### config.mk
export PLATFORM = sky130hd
export DESIGN_NAME = shared_prescaler
export DESIGN_NICKNAME = d
export VERILOG_FILES = /design/src/rtl/psc_pkg.sv /design/src/rtl/psc_route_fsm.sv /design/src/rtl/psc_divider.sv /design/src/rtl/wrap_counter.sv /design/src/rtl/shared_prescaler.sv
export SDC_FILE = /design/constraint.sdc
export NUM_CORES = 1
export LEC_CHECK = 0
export ABC_AREA = 1
export BUFFER_PORTS_ARGS = -buffer_cell sky130_fd_sc_hd__buf_2
export CORE_MARGIN = 4
export CORE_UTILIZATION = 40
export DETAILED_ROUTE_END_ITERATION = 10
export PLACE_DENSITY = 0.66
export RECOVER_POWER = 25
export SETUP_SLACK_MARGIN = 0.1
export SLEW_MARGIN = 20
export SYNTH_ARGS = -nofsm -noshare
export SYNTH_HDL_FRONTEND = slang
export SYNTH_HIERARCHICAL = 1
export SYNTH_SLANG_ARGS = --single-unit
### constraint.sdc
create_clock -name clk -period 3.01 [get_ports clk]
set_input_delay 0 -clock clk [delete_from_list [all_inputs] [get_ports clk]]
set_output_delay 0 -clock clk [all_outputs]
set_load 0.02 [all_outputs]
### src/rtl/psc_pkg.sv
package psc_pkg;

    localparam int PSC_W  = 8;
    localparam int CODE_W = 3;
    localparam int CNT_W  = 8;
    localparam int CFG_W  = 8;

    localparam int CFG_CODE_LSB = 0;
    localparam int CFG_OWNER    = 3;
    localparam int CFG_SRC      = 5;

    typedef enum logic {
        ROUTE_TCC = 1'b0,
        ROUTE_WDT = 1'b1
    } route_e;

    // Terminal prescaler value for a code: 2^(k+1)-1 for the timer, 2^k-1 for the watchdog
    function automatic logic [PSC_W-1:0] psc_last(input logic [CODE_W-1:0] code,
                                                  input logic to_wdt);
        logic [PSC_W:0] span;
        int unsigned    sh;
        sh   = int'(code) + (to_wdt ? 0 : 1);
        span = {{PSC_W{1'b0}}, 1'b1} << sh;
        span = span - {{PSC_W{1'b0}}, 1'b1};
        return span[PSC_W-1:0];
    endfunction

endpackage

### src/rtl/psc_route_fsm.sv
module psc_route_fsm
    import psc_pkg::*;
(
    input  logic              clk,
    input  logic              rst_n,
    input  logic              cfg_wr,
    input  logic [CFG_W-1:0]  cfg_wdata,
    input  logic              inst_tick,
    input  logic              osc_tick,
    input  logic              wdt_clear,
    output route_e            route,
    output logic [CODE_W-1:0] code,
    output logic              tcc_src,
    output logic              psc_src,
    output logic              psc_clr
);

    route_e            state_q, state_d;
    logic [CODE_W-1:0] code_q;
    logic              src_alt_q;

    // next-state logic
    always_comb begin
        state_d = state_q;
        unique case (state_q)
            ROUTE_TCC: if (cfg_wr &&  cfg_wdata[CFG_OWNER]) state_d = ROUTE_WDT;
            ROUTE_WDT: if (cfg_wr && !cfg_wdata[CFG_OWNER]) state_d = ROUTE_TCC;
            default:   state_d = ROUTE_TCC;
        endcase
    end

    // state register and control fields
    always_ff @(posedge clk or negedge rst_n) begin
        if (!rst_n) begin
            state_q   <= ROUTE_TCC;
            code_q    <= '0;
            src_alt_q <= 1'b0;
        end else begin
            state_q <= state_d;
            if (cfg_wr) begin
                code_q    <= cfg_wdata[CFG_CODE_LSB +: CODE_W];
                src_alt_q <= cfg_wdata[CFG_SRC];
            end
        end
    end

    // outputs per state
    always_comb begin
        tcc_src = src_alt_q ? osc_tick : inst_tick;
        unique case (state_q)
            ROUTE_TCC: begin
                psc_src = tcc_src;
                psc_clr = cfg_wr;
            end
            ROUTE_WDT: begin
                psc_src = osc_tick;
                psc_clr = cfg_wr | wdt_clear;
            end
            default: begin
                psc_src = 1'b0;
                psc_clr = 1'b1;
            end
        endcase
    end

    assign route = state_q;
    assign code  = code_q;

endmodule

### src/rtl/psc_divider.sv
module psc_divider #(
    parameter int W = 8
) (
    input  logic         clk,
    input  logic         rst_n,
    input  logic         src,
    input  logic         clr,
    input  logic [W-1:0] last,
    output logic         pulse,
    output logic [W-1:0] cnt
);

    logic [W-1:0] cnt_q;
    logic         at_end;

    assign at_end = (cnt_q == last);
    assign pulse  = src & ~clr & at_end;
    assign cnt    = cnt_q;

    always_ff @(posedge clk or negedge rst_n) begin
        if (!rst_n) begin
            cnt_q <= '0;
        end else if (clr) begin
            cnt_q <= '0;
        end else if (src) begin
            cnt_q <= at_end ? '0 : cnt_q + 1'b1;
        end
    end

endmodule

### src/rtl/wrap_counter.sv
module wrap_counter #(
    parameter int W = 8
) (
    input  logic         clk,
    input  logic         rst_n,
    input  logic         inc,
    input  logic         clr,
    output logic [W-1:0] value,
    output logic         wrapped
);

    logic [W-1:0] val_q;
    logic         wrap_q;

    always_ff @(posedge clk or negedge rst_n) begin
        if (!rst_n) begin
            val_q  <= '0;
            wrap_q <= 1'b0;
        end else begin
            wrap_q <= 1'b0;
            if (clr) begin
                val_q <= '0;
            end else if (inc) begin
                val_q  <= val_q + 1'b1;
                wrap_q <= &val_q;
            end
        end
    end

    assign value   = val_q;
    assign wrapped = wrap_q;

endmodule

### src/rtl/shared_prescaler.sv
module shared_prescaler
    import psc_pkg::*;
(
    input  logic             clk,
    input  logic             rst_n,
    input  logic             inst_tick,
    input  logic             osc_tick,
    input  logic             cfg_wr,
    input  logic [CFG_W-1:0] cfg_wdata,
    input  logic             wdt_clear,
    output logic [CNT_W-1:0] tcc_count,
    output logic             tcc_ovf,
    output logic             wdt_timeout
);

    route_e            route;
    logic [CODE_W-1:0] code;
    logic              tcc_src, psc_src, psc_clr, psc_pulse;
    logic [PSC_W-1:0]  psc_last_v, psc_cnt_w;
    logic              tcc_inc, wdt_inc;
    logic [CNT_W-1:0]  wdt_value;

    psc_route_fsm u_fsm (
        .clk       (clk),
        .rst_n     (rst_n),
        .cfg_wr    (cfg_wr),
        .cfg_wdata (cfg_wdata),
        .inst_tick (inst_tick),
        .osc_tick  (osc_tick),
        .wdt_clear (wdt_clear),
        .route     (route),
        .code      (code),
        .tcc_src   (tcc_src),
        .psc_src   (psc_src),
        .psc_clr   (psc_clr)
    );

    assign psc_last_v = psc_last(code, route == ROUTE_WDT);

    psc_divider #(.W(PSC_W)) u_div (
        .clk   (clk),
        .rst_n (rst_n),
        .src   (psc_src),
        .clr   (psc_clr),
        .last  (psc_last_v),
        .pulse (psc_pulse),
        .cnt   (psc_cnt_w)
    );

    assign tcc_inc = (route == ROUTE_TCC) ? psc_pulse : tcc_src;
    assign wdt_inc = (route == ROUTE_WDT) ? psc_pulse : osc_tick;

    wrap_counter #(.W(CNT_W)) u_tcc (
        .clk     (clk),
        .rst_n   (rst_n),
        .inc     (tcc_inc),
        .clr     (1'b0),
        .value   (tcc_count),
        .wrapped (tcc_ovf)
    );

    wrap_counter #(.W(CNT_W)) u_wdt (
        .clk     (clk),
        .rst_n   (rst_n),
        .inc     (wdt_inc),
        .clr     (wdt_clear),
        .value   (wdt_value),
        .wrapped (wdt_timeout)
    );

endmodule

======== Word-level counts from Yosys, hierarchy flattened ========
Cells that the tools add are included.
word-level totals
  flip-flop bits (word level) ............. 31
  latch bits .............................. 0
  memory bits (writable) .................. 0
  memory bits (read-only) ................. 0
  input bits .............................. 14
  output and inout bits ................... 10
  logic and storage cells ................. 44
  memories ................................ 0
cells by class
  add/sub/neg operators ................... 5
  multiply operators ...................... 0
  divide/modulo/power cells ............... 0
  $lt $le $gt $ge ......................... 0
  eq/ne operators ......................... 1
  shift operators ......................... 1
  muxes and demuxes ....................... 17
  bitwise operators ....................... 5
  reduce and logical (&&, ||, !) cells .... 7
operators with widths
  kind                                                                count
  8-bit two-way mux                                                   5
  8-bit by 1-bit adder with 8-bit output, second input constant       3
  8-bit AND reduction                                                 2
  1-bit two-way mux                                                   9
  8-bit == test                                                       1
  1-bit by 4-bit left shift with 8-bit output, first input constant   1
  8-bit by 1-bit subtractor with 8-bit output, second input constant  1
  1-bit one-hot mux with 2 select lines                               3
  3-bit by 1-bit adder with 4-bit output                              1
  2-bit nonzero test                                                  2
  1-bit bitwise AND                                                   2
  1-bit logical AND                                                   2
  1-bit NOT                                                           2
  1-bit zero test                                                     1
  1-bit OR                                                            1

======== Logic depth before layout (Yosys ltp) ========
Gate-level depths: netlist of the first run.
  word-level depth ........................ 9
  depth in mapped cells ................... 29
  mapped depth without buffers ............ 29

======== Modules after synthesis ========
The synthesis of the first run kept the hierarchy.
modules (own cells, without submodules)
  module            instances  cells an instance  area each (um^2)  seq. area each (um^2)
  wrap_counter      2          64                 486.7             225.2
  psc_divider       1          98                 609.3             200.2
  shared_prescaler  1          75                 402.9             0.0
  psc_route_fsm     1          31                 230.2             125.1

======== Worst setup path after synthesis of the first run ========
Ideal clock, no wire load.
  path kind ............................... register -> register
  from .................................... reg with a tool-made name
  to ...................................... reg u_tcc.val_q[5], in the netlist u_tcc/value[5]
  setup time .............................. 0.113 ns
  arrival time ............................ 2.855 ns
  required time ........................... 2.897 ns
  path slack .............................. 0.042 ns
  stages on the path, launching flop included .. 28
  path buffers ............................ 0
  clock period less this slack ............ 2.968 ns
  path through ............................ dfrtp_1 > inv_1 > ha_1 > ha_1 > inv_1 > nand2_1 > nand2_2 > nand2_1 > nor2_1 > inv_1 > ha_1 > nand2_1 > inv_1 > nand3_1 > nand2_1 > nand2_1 > xnor2_1 > nand2_1 > nor2_2 > nand2_4 > nor3_2 > nand2_1 > nand2_1 > nor2_4 > nor2_4 > nand3_1 > nand2_1 > nor2_2
RTL lines
  what                    line                RTL
  end signal: assignment  wrap_counter.sv:24  val_q <= val_q + 1'b1;
  end: declaration        wrap_counter.sv:12  logic [W-1:0] val_q;

==> impl_metrics.toml, run 1 <==
[clocking]
ctsLongestPathBuffers = 2
clock-root-buffer = "clkbuf_8"
cts_tree = "yes"
cts_buffers = 5
cts_max_level = 2
cts.sinks = 31
clock_latency_ns = 0.28
clk_pin_slew_ns = 0.07

[yosys]
synthMuxAreaShare = 0
synth-simple-area-share = 0.445
syn_avg_cell_area_um2 = 6.67
yosys_warnings = 6
syn-cell-area_um2 = 2220
synth_fa_ha_area_frac = 0.0395
netlist_instances = 332
ys_types = 22
synth_xor_area_frac = 0.0237
synth_compound_area_frac = 0.0384
ys_seq_area_frac = 0.350
synth.ff_latch_count = 31
synth_top_family_by_area = "simple AND/OR/NAND/NOR gates"

[layout]
drive_gt1_frac = 0.255
syn_to_final_growth_pct = 32.5
diodes = 0
final_core_util = 0.561
final_common_cell = "nand2_1"
final_cell_mix = "nand2_1 (112), inv_1 (54), dfrtp_1 (31), buf_4 (24)"
nets = 420
fillers = 505

[global_route]
grt_overflow = 0
antenna_found_initial = 0
grt.total_usage = 0.165
grt_max_degree = 32
grt_pass1_wl_um = 8760
grt_pass1_vias = 2139

[floorplan]
die-area_um2 = 6790
core_area_um2 = 5240
start_util = 0.423
dieWidth_um = 82.4
io_pins = 24
rows = 26
die_h_um = 82.4

[worst_setup_path]
cpMostUsedCell = "nand2_1"
worstPathArrival_ns = 3.24
max_stage_delay_ns = 0.39
worst-path-max-fanout = 5
cp.required_ns = 3.23
crit_type = "reg2reg"
end_kind = "flop"
crit_path_top_delay_cell = "dfrtp_1"
start_kind = "flop"

[sta]
skew_ns = 0.00807
fin_crit_sh = 1.00
rsz0062_at_grt = "yes"
finalHoldViolCount = 0
timing.final.ws_setup_ns = -0.0141
fmax_mhz = 331
finalSetupViolCount = 1
tightest_slew_ns = 1.72
fin_crit_ns = 3.02
slew_headroom = -0.145
drv_slew = 32

[run_status]
run_status = "complete, but fails checks"
failed_checks = "capacitance limit, slew limit, setup timing"

[run]
maxCapViolations = 1

[drt]
dr_total_vias = 2174
drc = 0
vias_per_cell = 4.63
wl_per_cell_um = 11.0
firstDrtPassIters = 4
ant_nets = 0
finalWirelength_um = 5170
detail_route.iter0.violations = 91

[placed_design]
port_buffers = 20
post-dp-hpwl_um = 3340
gp_congestion = 0.844

[pwr]
ir_worst_vdd_mv = 0.308
p_per_area_nw_per_um2 = 427
p_leak_nw = 1.57
power_mw = 1.25

[worst_hold_path]
worstHoldPathType = "in2reg"
[what timing repair did]
item / in CTS / in global routing
hold buffers: 10 / 0
pin swaps: 15 / 21
endpoints found under the setup margin: 15 / 18
buffers inserted: 7 / 8
endpoints found under the hold margin: 37 / 0
gates resized for setup: 15 / 17
[critical path, delay by kind of cell, from the launching register on]
family / cells / cell delay (ns)
buffers and inverters: 5 / 0.35
flip-flops: 1 / 0.39
XOR/XNOR: 1 / 0.13
AND/OR/NAND/NOR: 19 / 1.61
adder cells (fa/ha/maj): 3 / 0.47
[sequential cells by signal, indices dropped and copies added, names as in the netlist, named ones only]
name             count
u_div/cnt            8
u_fsm/code           3
u_fsm/src_alt_q      1
u_tcc/value          8
u_tcc/wrapped        1
u_wdt/value          8
u_wdt/wrapped        1
[cell type report]
cell class,count,area (um^2),share of cell area
repair buffers,56,389,0.133
well taps,70,87.6,0.0298
multi-input cells,245,1360,0.463
flip-flops and latches,31,776,0.264
clock buffers,8,100,0.0341
inverters,60,225,0.0767
[final timing paths]
check,from,endpoint,slack (ns),depth (start not counted)
worst max register to register,flop,u_wdt/value[4]$_DFFE_PN0P_,-0.01,28
worst max-delay path,flop,u_wdt/value[4]$_DFFE_PN0P_,-0.01,28
worst min-delay path,cfg_wr,u_fsm/code[1]$_DFFE_PN0P_,0.01,3
worst min register to register,u_wdt/value[1]$_DFFE_PN0P_,u_wdt/value[1]$_DFFE_PN0P_,0.54,2
max in group asynchronous,rst_n,u_div/cnt[2]$_DFFE_PN0P_,1.31,2
min in group asynchronous,rst_n,u_tcc/value[4]$_DFFE_PN0P_,0.71,2
[Yosys cell counts]
cell type    n  area [um^2]
nor2_1      24         90.1
inv_2        3         11.3
nand3_1     25          125
nand2_4      2         22.5
xnor2_1      5         43.8
nor3_2       1         10.0
nor3b_1      2         15.0
dfrtp_1     31          776
inv_1       57          214
nand4_1      2         12.5
xor2_1       1         8.76
nand2_2      6         37.5
nor3_1       3         15.0
and2_1       1         6.26
ha_1         7         87.6
nor2_4       9          101
nor2_2      10         62.6
o21ai_0      6         30.0
a21oi_1     11         55.1
nand2_1    122          458
nand3_2      3         30.0
conb_1       1         3.75
[metal layers]
metal | vias up | share of wire | global-route usage
met5 | - | 0 | 0
met4 | 0 | 0.013 | 0.0581
met3 | 8 | 0.037 | 0.0336
met2 | 45 | 0.52 | 0.292
met1 | 988 | 0.43 | 0.196
li1 | 1133 | - | -
[kinds of logic (layout without fill, tap and decap cells)]
| family | Yosys count | after routing |
|---|---|---|
| adder cells (fa/ha/maj) | 7 | 7 |
| other | 1 | 5 |
| AO/OA/AOI/OAI | 17 | 17 |
| buffers and inverters | 60 | 124 |
| XOR/XNOR | 6 | 6 |
| AND/OR/NAND/NOR | 210 | 210 |
| flip-flops | 31 | 31 |
[report_power, final]
group          leakage, nW  switching, mW  internal (mW)
registers            0.420         0.0297          0.444
clock network       0.0515          0.157          0.209
logic                 1.10          0.240          0.175
total                 1.57          0.427          0.828
[through the flow]
stage	setup slack, ns	area (um^2)	hold WS, ns	cells	TNS, ns
after floorplan	0.102	2240	-0.296	336	0
after global placement	0.0185	2510	0.0900	437	0
after detailed placement	-0.0567	2510	0.100	437	-0.319
after CTS	0.0738	2830	0.00330	462	0
after global routing	-0.186	2940	0.0424	470	-2.02
final	-0.0141	2940	0.0139	470	-0.0141
(Power assumes the default switching activity.)
==> run 2, diff against run 1 <==
--- a/config.mk
+++ b/config.mk
@@ -11,7 +11,6 @@
 export CORE_UTILIZATION = 40
 export DETAILED_ROUTE_END_ITERATION = 10
 export PLACE_DENSITY = 0.66
-export RECOVER_POWER = 25
 export SETUP_SLACK_MARGIN = 0.1
 export SLEW_MARGIN = 20
 export SYNTH_ARGS = -nofsm -noshare
==> impl_metrics.toml, run 2 (synthesis results as in run 1) <==
[placed_design]
post-place-ws_ns = -0.0567
placedInstanceArea_um2 = 2510
gp_congestion = 0.844
port_buffers = 20
post-dp-hpwl_um = 3340

[layout]
diodes = 0
final_common_cell = "nand2_1"
drive_gt1_frac = 0.283
final_cell_mix = "nand2_1 (112), inv_1 (54), dfrtp_1 (31), buf_4 (24)"
final_area_um2 = 2950
nets = 420
syn_to_final_growth_pct = 33.1
fillers = 500

[sta]
rsz0062_at_grt = "yes"
fmax_mhz = 332
finalHoldViolCount = 0
drv_slew = 0
fin_crit_ns = 3.01
tightest_slew_ns = 0.716
finalSetupViolCount = 1
skew_ns = 0.00642
timing.final.ws_setup_ns = -0.00496
slew_headroom = 0.523
fin_crit_sh = 1.00

[drt]
finalWirelength_um = 5170
vias_per_cell = 4.62
dr_total_vias = 2170
drc = 0
firstDrtPassIters = 4
detail_route.iter0.violations = 88
wl_per_cell_um = 11.0
ant_nets = 0

[worst_setup_path]
worstPathArrival_ns = 3.24
worst-path-max-fanout = 5
crit_type = "reg2reg"
crit_path_top_delay_cell = "dfrtp_1"
cp.required_ns = 3.23
start_kind = "flop"
end_kind = "flop"
max_stage_delay_ns = 0.39
cpMostUsedCell = "nand2_1"

[clocking]
clock-root-buffer = "clkbuf_8"
cts_max_level = 2
cts_buffers = 5
clk_pin_slew_ns = 0.07
clock_latency_ns = 0.28
cts_tree = "yes"
cts.sinks = 31
ctsLongestPathBuffers = 2

[global_route]
antenna_found_initial = 0
grt.total_usage = 0.165
grt_max_degree = 32
grt_pass1_vias = 2139
grt_pass1_wl_um = 8760
grt_overflow = 0

[floorplan]
die-area_um2 = 6790
dieWidth_um = 82.4
start_util = 0.423
die_h_um = 82.4
core_area_um2 = 5240
rows = 26
io_pins = 24

[pwr]
p_per_area_nw_per_um2 = 426
ir_worst_vdd_mv = 0.309
p_leak_nw = 1.62

[run]
maxCapViolations = 0

[run_status]
failed_checks = "setup timing"
run_status = "complete, but fails checks"

[worst_hold_path]
worstHoldPathType = "in2reg"
run 2: final cells by class:
cell class	count	area (um^2)	share of cell area
inverters	60	225	0.0763
clock buffers	8	100	0.0339
multi-input cells	245	1360	0.461
repair buffers	56	403	0.137
flip-flops and latches	31	776	0.263
well taps	70	87.6	0.0297
run 2: where the power goes:
group | internal, mW | switching, mW
Sequential | 0.444 | 0.0296
Clock | 0.209 | 0.156
Combinational | 0.178 | 0.240
Total | 0.831 | 0.426
run 2: timing repair:
item,CTS,global route
gates resized for setup,15,17
pin swaps,15,21
setup buffers,7,8
setup endpoints to repair,15,18
hold endpoints to repair,37,0
hold buffers,10,0
gates cloned,0,0
run 2: critical path: cells and delay by family, from the launching register on:
kind | cells | cell delay, ns
xor+xnor | 1 | 0.13
fa+ha+maj | 3 | 0.47
buf+inv | 5 | 0.35
flops | 1 | 0.39
simple gates | 19 | 1.61
run 2: routing by layer:
layer | track usage | vias to the layer above | share of wire
met3 | 0.0336 | 12 | 0.035
met4 | 0.0581 | 0 | 0.017
met1 | 0.196 | 983 | 0.43
met5 | 0 | - | 0
met2 | 0.292 | 43 | 0.52
li1 | - | 1132 | -
run 2: path summary, 6_finish.rpt:
| path | start | to | slack, ns | cells after the start |
|---|---|---|---|---|
| setup reg to reg | flop | u_wdt/value[4]$_DFFE_PN0P_ | -0.005 | 28 |
| setup / recovery | flop | u_wdt/value[4]$_DFFE_PN0P_ | -0.005 | 28 |
| hold / removal | cfg_wr | u_fsm/code[1]$_DFFE_PN0P_ | 0.02 | 3 |
| hold reg to reg | u_wdt/value[1]$_DFFE_PN0P_ | u_wdt/value[1]$_DFFE_PN0P_ | 0.54 | 2 |
| max in group asynchronous | rst_n | u_div/cnt[2]$_DFFE_PN0P_ | 2.24 | 2 |
| min in group asynchronous | rst_n | u_tcc/value[4]$_DFFE_PN0P_ | 0.31 | 2 |
run 2: through the flow:
step / utilization / power, mW / cells / hold WS, ns / TNS (ns)
2_1_floorplan: - / 0.722 / 336 / -0.296 / 0
3_3_place_gp: 0.479 / 0.807 / 437 / 0.0900 / 0
3_5_place_dp: 0.479 / 0.816 / 437 / 0.100 / -0.319
4_1_cts: 0.540 / 1.23 / 462 / 0.00330 / 0
5_1_grt: 0.563 / 1.35 / 470 / 0.0424 / -2.02
6_report: 0.563 / 1.26 / 470 / 0.0159 / -0.00496
==> run 3, diff against run 2 <==
--- a/config.mk
+++ b/config.mk
@@ -10,7 +10,7 @@
 export CORE_MARGIN = 4
 export CORE_UTILIZATION = 40
 export DETAILED_ROUTE_END_ITERATION = 10
-export PLACE_DENSITY = 0.66
+export PLACE_DENSITY_LB_ADDON = 0.3
 export SETUP_SLACK_MARGIN = 0.1
 export SLEW_MARGIN = 20
 export SYNTH_ARGS = -nofsm -noshare
==> impl_metrics.toml, run 3 (synthesis results as in run 1) <==
[pwr]
ir_worst_vdd_mv = 0.277
power_mw = 1.16
p_per_area_nw_per_um2 = 403
p_leak_nw = 1.58

[drt]
firstDrtPassIters = 4
ant_nets = 0
vias_per_cell = 4.47
wl_per_cell_um = 9.91
finalWirelength_um = 4570
detail_route.iter0.violations = 100
dr_total_vias = 2061
drc = 0

[clocking]
clk_pin_slew_ns = 0.06
cts.sinks = 31
cts_tree = "yes"
cts_buffers = 5
ctsLongestPathBuffers = 2
clock-root-buffer = "clkbuf_8"
clock_latency_ns = 0.27
cts_max_level = 2

[layout]
drive_gt1_frac = 0.292
syn_to_final_growth_pct = 29.9
nets = 413
final_common_cell = "nand2_1"
final_cell_mix = "nand2_1 (113), inv_1 (52), dfrtp_1 (31), nor2_1 (22), buf_2 (20)"
diodes = 0
fillers = 484

[floorplan]
start_util = 0.423
core_area_um2 = 5240
rows = 26
dieWidth_um = 82.4
die_h_um = 82.4
io_pins = 24
die-area_um2 = 6790

[sta]
tightest_slew_ns = 0.696
fin_crit_sh = 0.983
rsz0062_at_grt = "yes"
drv_slew = 0
finalSetupViolCount = 0
finalHoldViolCount = 0
whs_ns = 0.0103
slew_headroom = 0.536
fmax_mhz = 338
fin_crit_ns = 2.96
skew_ns = 0.00725

[worst_setup_path]
max_stage_delay_ns = 0.41
cpMostUsedCell = "nand2_2"
critical_path.top_delay_family = "simple AND/OR/NAND/NOR gates"
cp.required_ns = 3.18
worst-path-max-fanout = 5
cp_num_buf_inv = 3
worstPathArrival_ns = 3.13
end_kind = "flop"
crit_type = "reg2reg"
start_kind = "flop"
crit_path_top_delay_cell = "dfrtp_1"

[global_route]
grt_pass1_wl_um = 8130
grt_overflow = 0
grt.total_usage = 0.151
grt_pass1_vias = 2018
antenna_found_initial = 0
grt_max_degree = 32

[run_status]
run_status = "finished, final reports clean"

[placed_design]
port_buffers = 20
gp_congestion = 0.844
post-dp-hpwl_um = 3210

[run]
maxCapViolations = 0

[worst_hold_path]
worstHoldPathType = "in2reg"
==> run 3: cell types whose count changed in the layout (fill, tap and decap cells not counted), sizes merged <==
cell and delta:
clkbuf -2, buf -3, dlygate4sd3 -4
==> run 3: area by class of cell <==
class / instances / area [um^2] / share of cell area
Sequential cell: 31 / 776 / 0.269
Multi-Input combinational cell: 245 / 1370 / 0.476
Timing Repair Buffer: 49 / 348 / 0.121
Clock buffer: 6 / 72.6 / 0.0252
Tap cell: 70 / 87.6 / 0.0304
Inverter: 60 / 225 / 0.0782
==> run 3: path summary, 6_finish.rpt <==
check | startpoint | end | slack [ns] | cells after the start
max in group asynchronous | rst_n | u_wdt/value[6]$_DFFE_PN0P_ | 2.25 | 2
hold reg to reg | u_div/cnt[7]$_DFFE_PN0P_ | u_div/cnt[7]$_DFFE_PN0P_ | 0.55 | 2
setup / recovery | u_fsm/code[0]$_DFFE_PN0P_ | u_tcc/value[5]$_DFFE_PN0P_ | 0.05 | 26
min in group asynchronous | rst_n | u_tcc/value[7]$_DFFE_PN0P_ | 0.31 | 2
hold / removal | wdt_clear | u_wdt/value[2]$_DFFE_PN0P_ | 0.01 | 2
setup reg to reg | u_fsm/code[0]$_DFFE_PN0P_ | u_tcc/value[5]$_DFFE_PN0P_ | 0.05 | 26
==> run 3: per-stage QoR <==
| stage | cell area (um^2) | cells | util | TNS, ns | setup slack (ns) |
|---|---|---|---|---|---|
| finish | 2880 | 461 | 0.550 | 0 | 0.0510 |
| global route | 2880 | 461 | 0.550 | -2.19 | -0.198 |
| CTS | 2760 | 457 | 0.527 | 0 | 0.104 |
| detailed placement | 2520 | 438 | 0.481 | -0.0683 | -0.0239 |
| global placement | 2520 | 438 | 0.481 | 0 | 0.0291 |
| floorplan | 2240 | 336 | - | 0 | 0.102 |
==> run 3: per-layer routing <==
metal | vias up | share of wire | track usage
li1 | 1114 | - | -
met1 | 917 | 0.47 | 0.186
met2 | 28 | 0.49 | 0.265
met3 | 2 | 0.033 | 0.0369
met4 | 0 | 0.0033 | 0.0349
met5 | - | 0 | 0
==> run 3: where the power goes <==
part	leakage [nW]	switching [mW]	internal, mW
sequential	0.420	0.0287	0.445
combinational	1.12	0.227	0.166
clock	0.0371	0.141	0.154
total	1.58	0.396	0.765
==> run 3: timing repair <==
item / CTS / global route
hold buffers: 6 / 0
resized for setup: 13 / 25
endpoints found under the setup margin: 14 / 18
pin swaps: 17 / 34
hold endpoints to repair: 36 / 0
setup buffers: 7 / 4
==> run 3: worst register-to-register path: cells and delay by family, from the launching register on <==
family / cells / cell delay, ns
buf+inv: 3 / 0.16
fa+ha+maj: 3 / 0.53
simple gates: 19 / 1.64
xor+xnor: 1 / 0.11
flops: 1 / 0.41
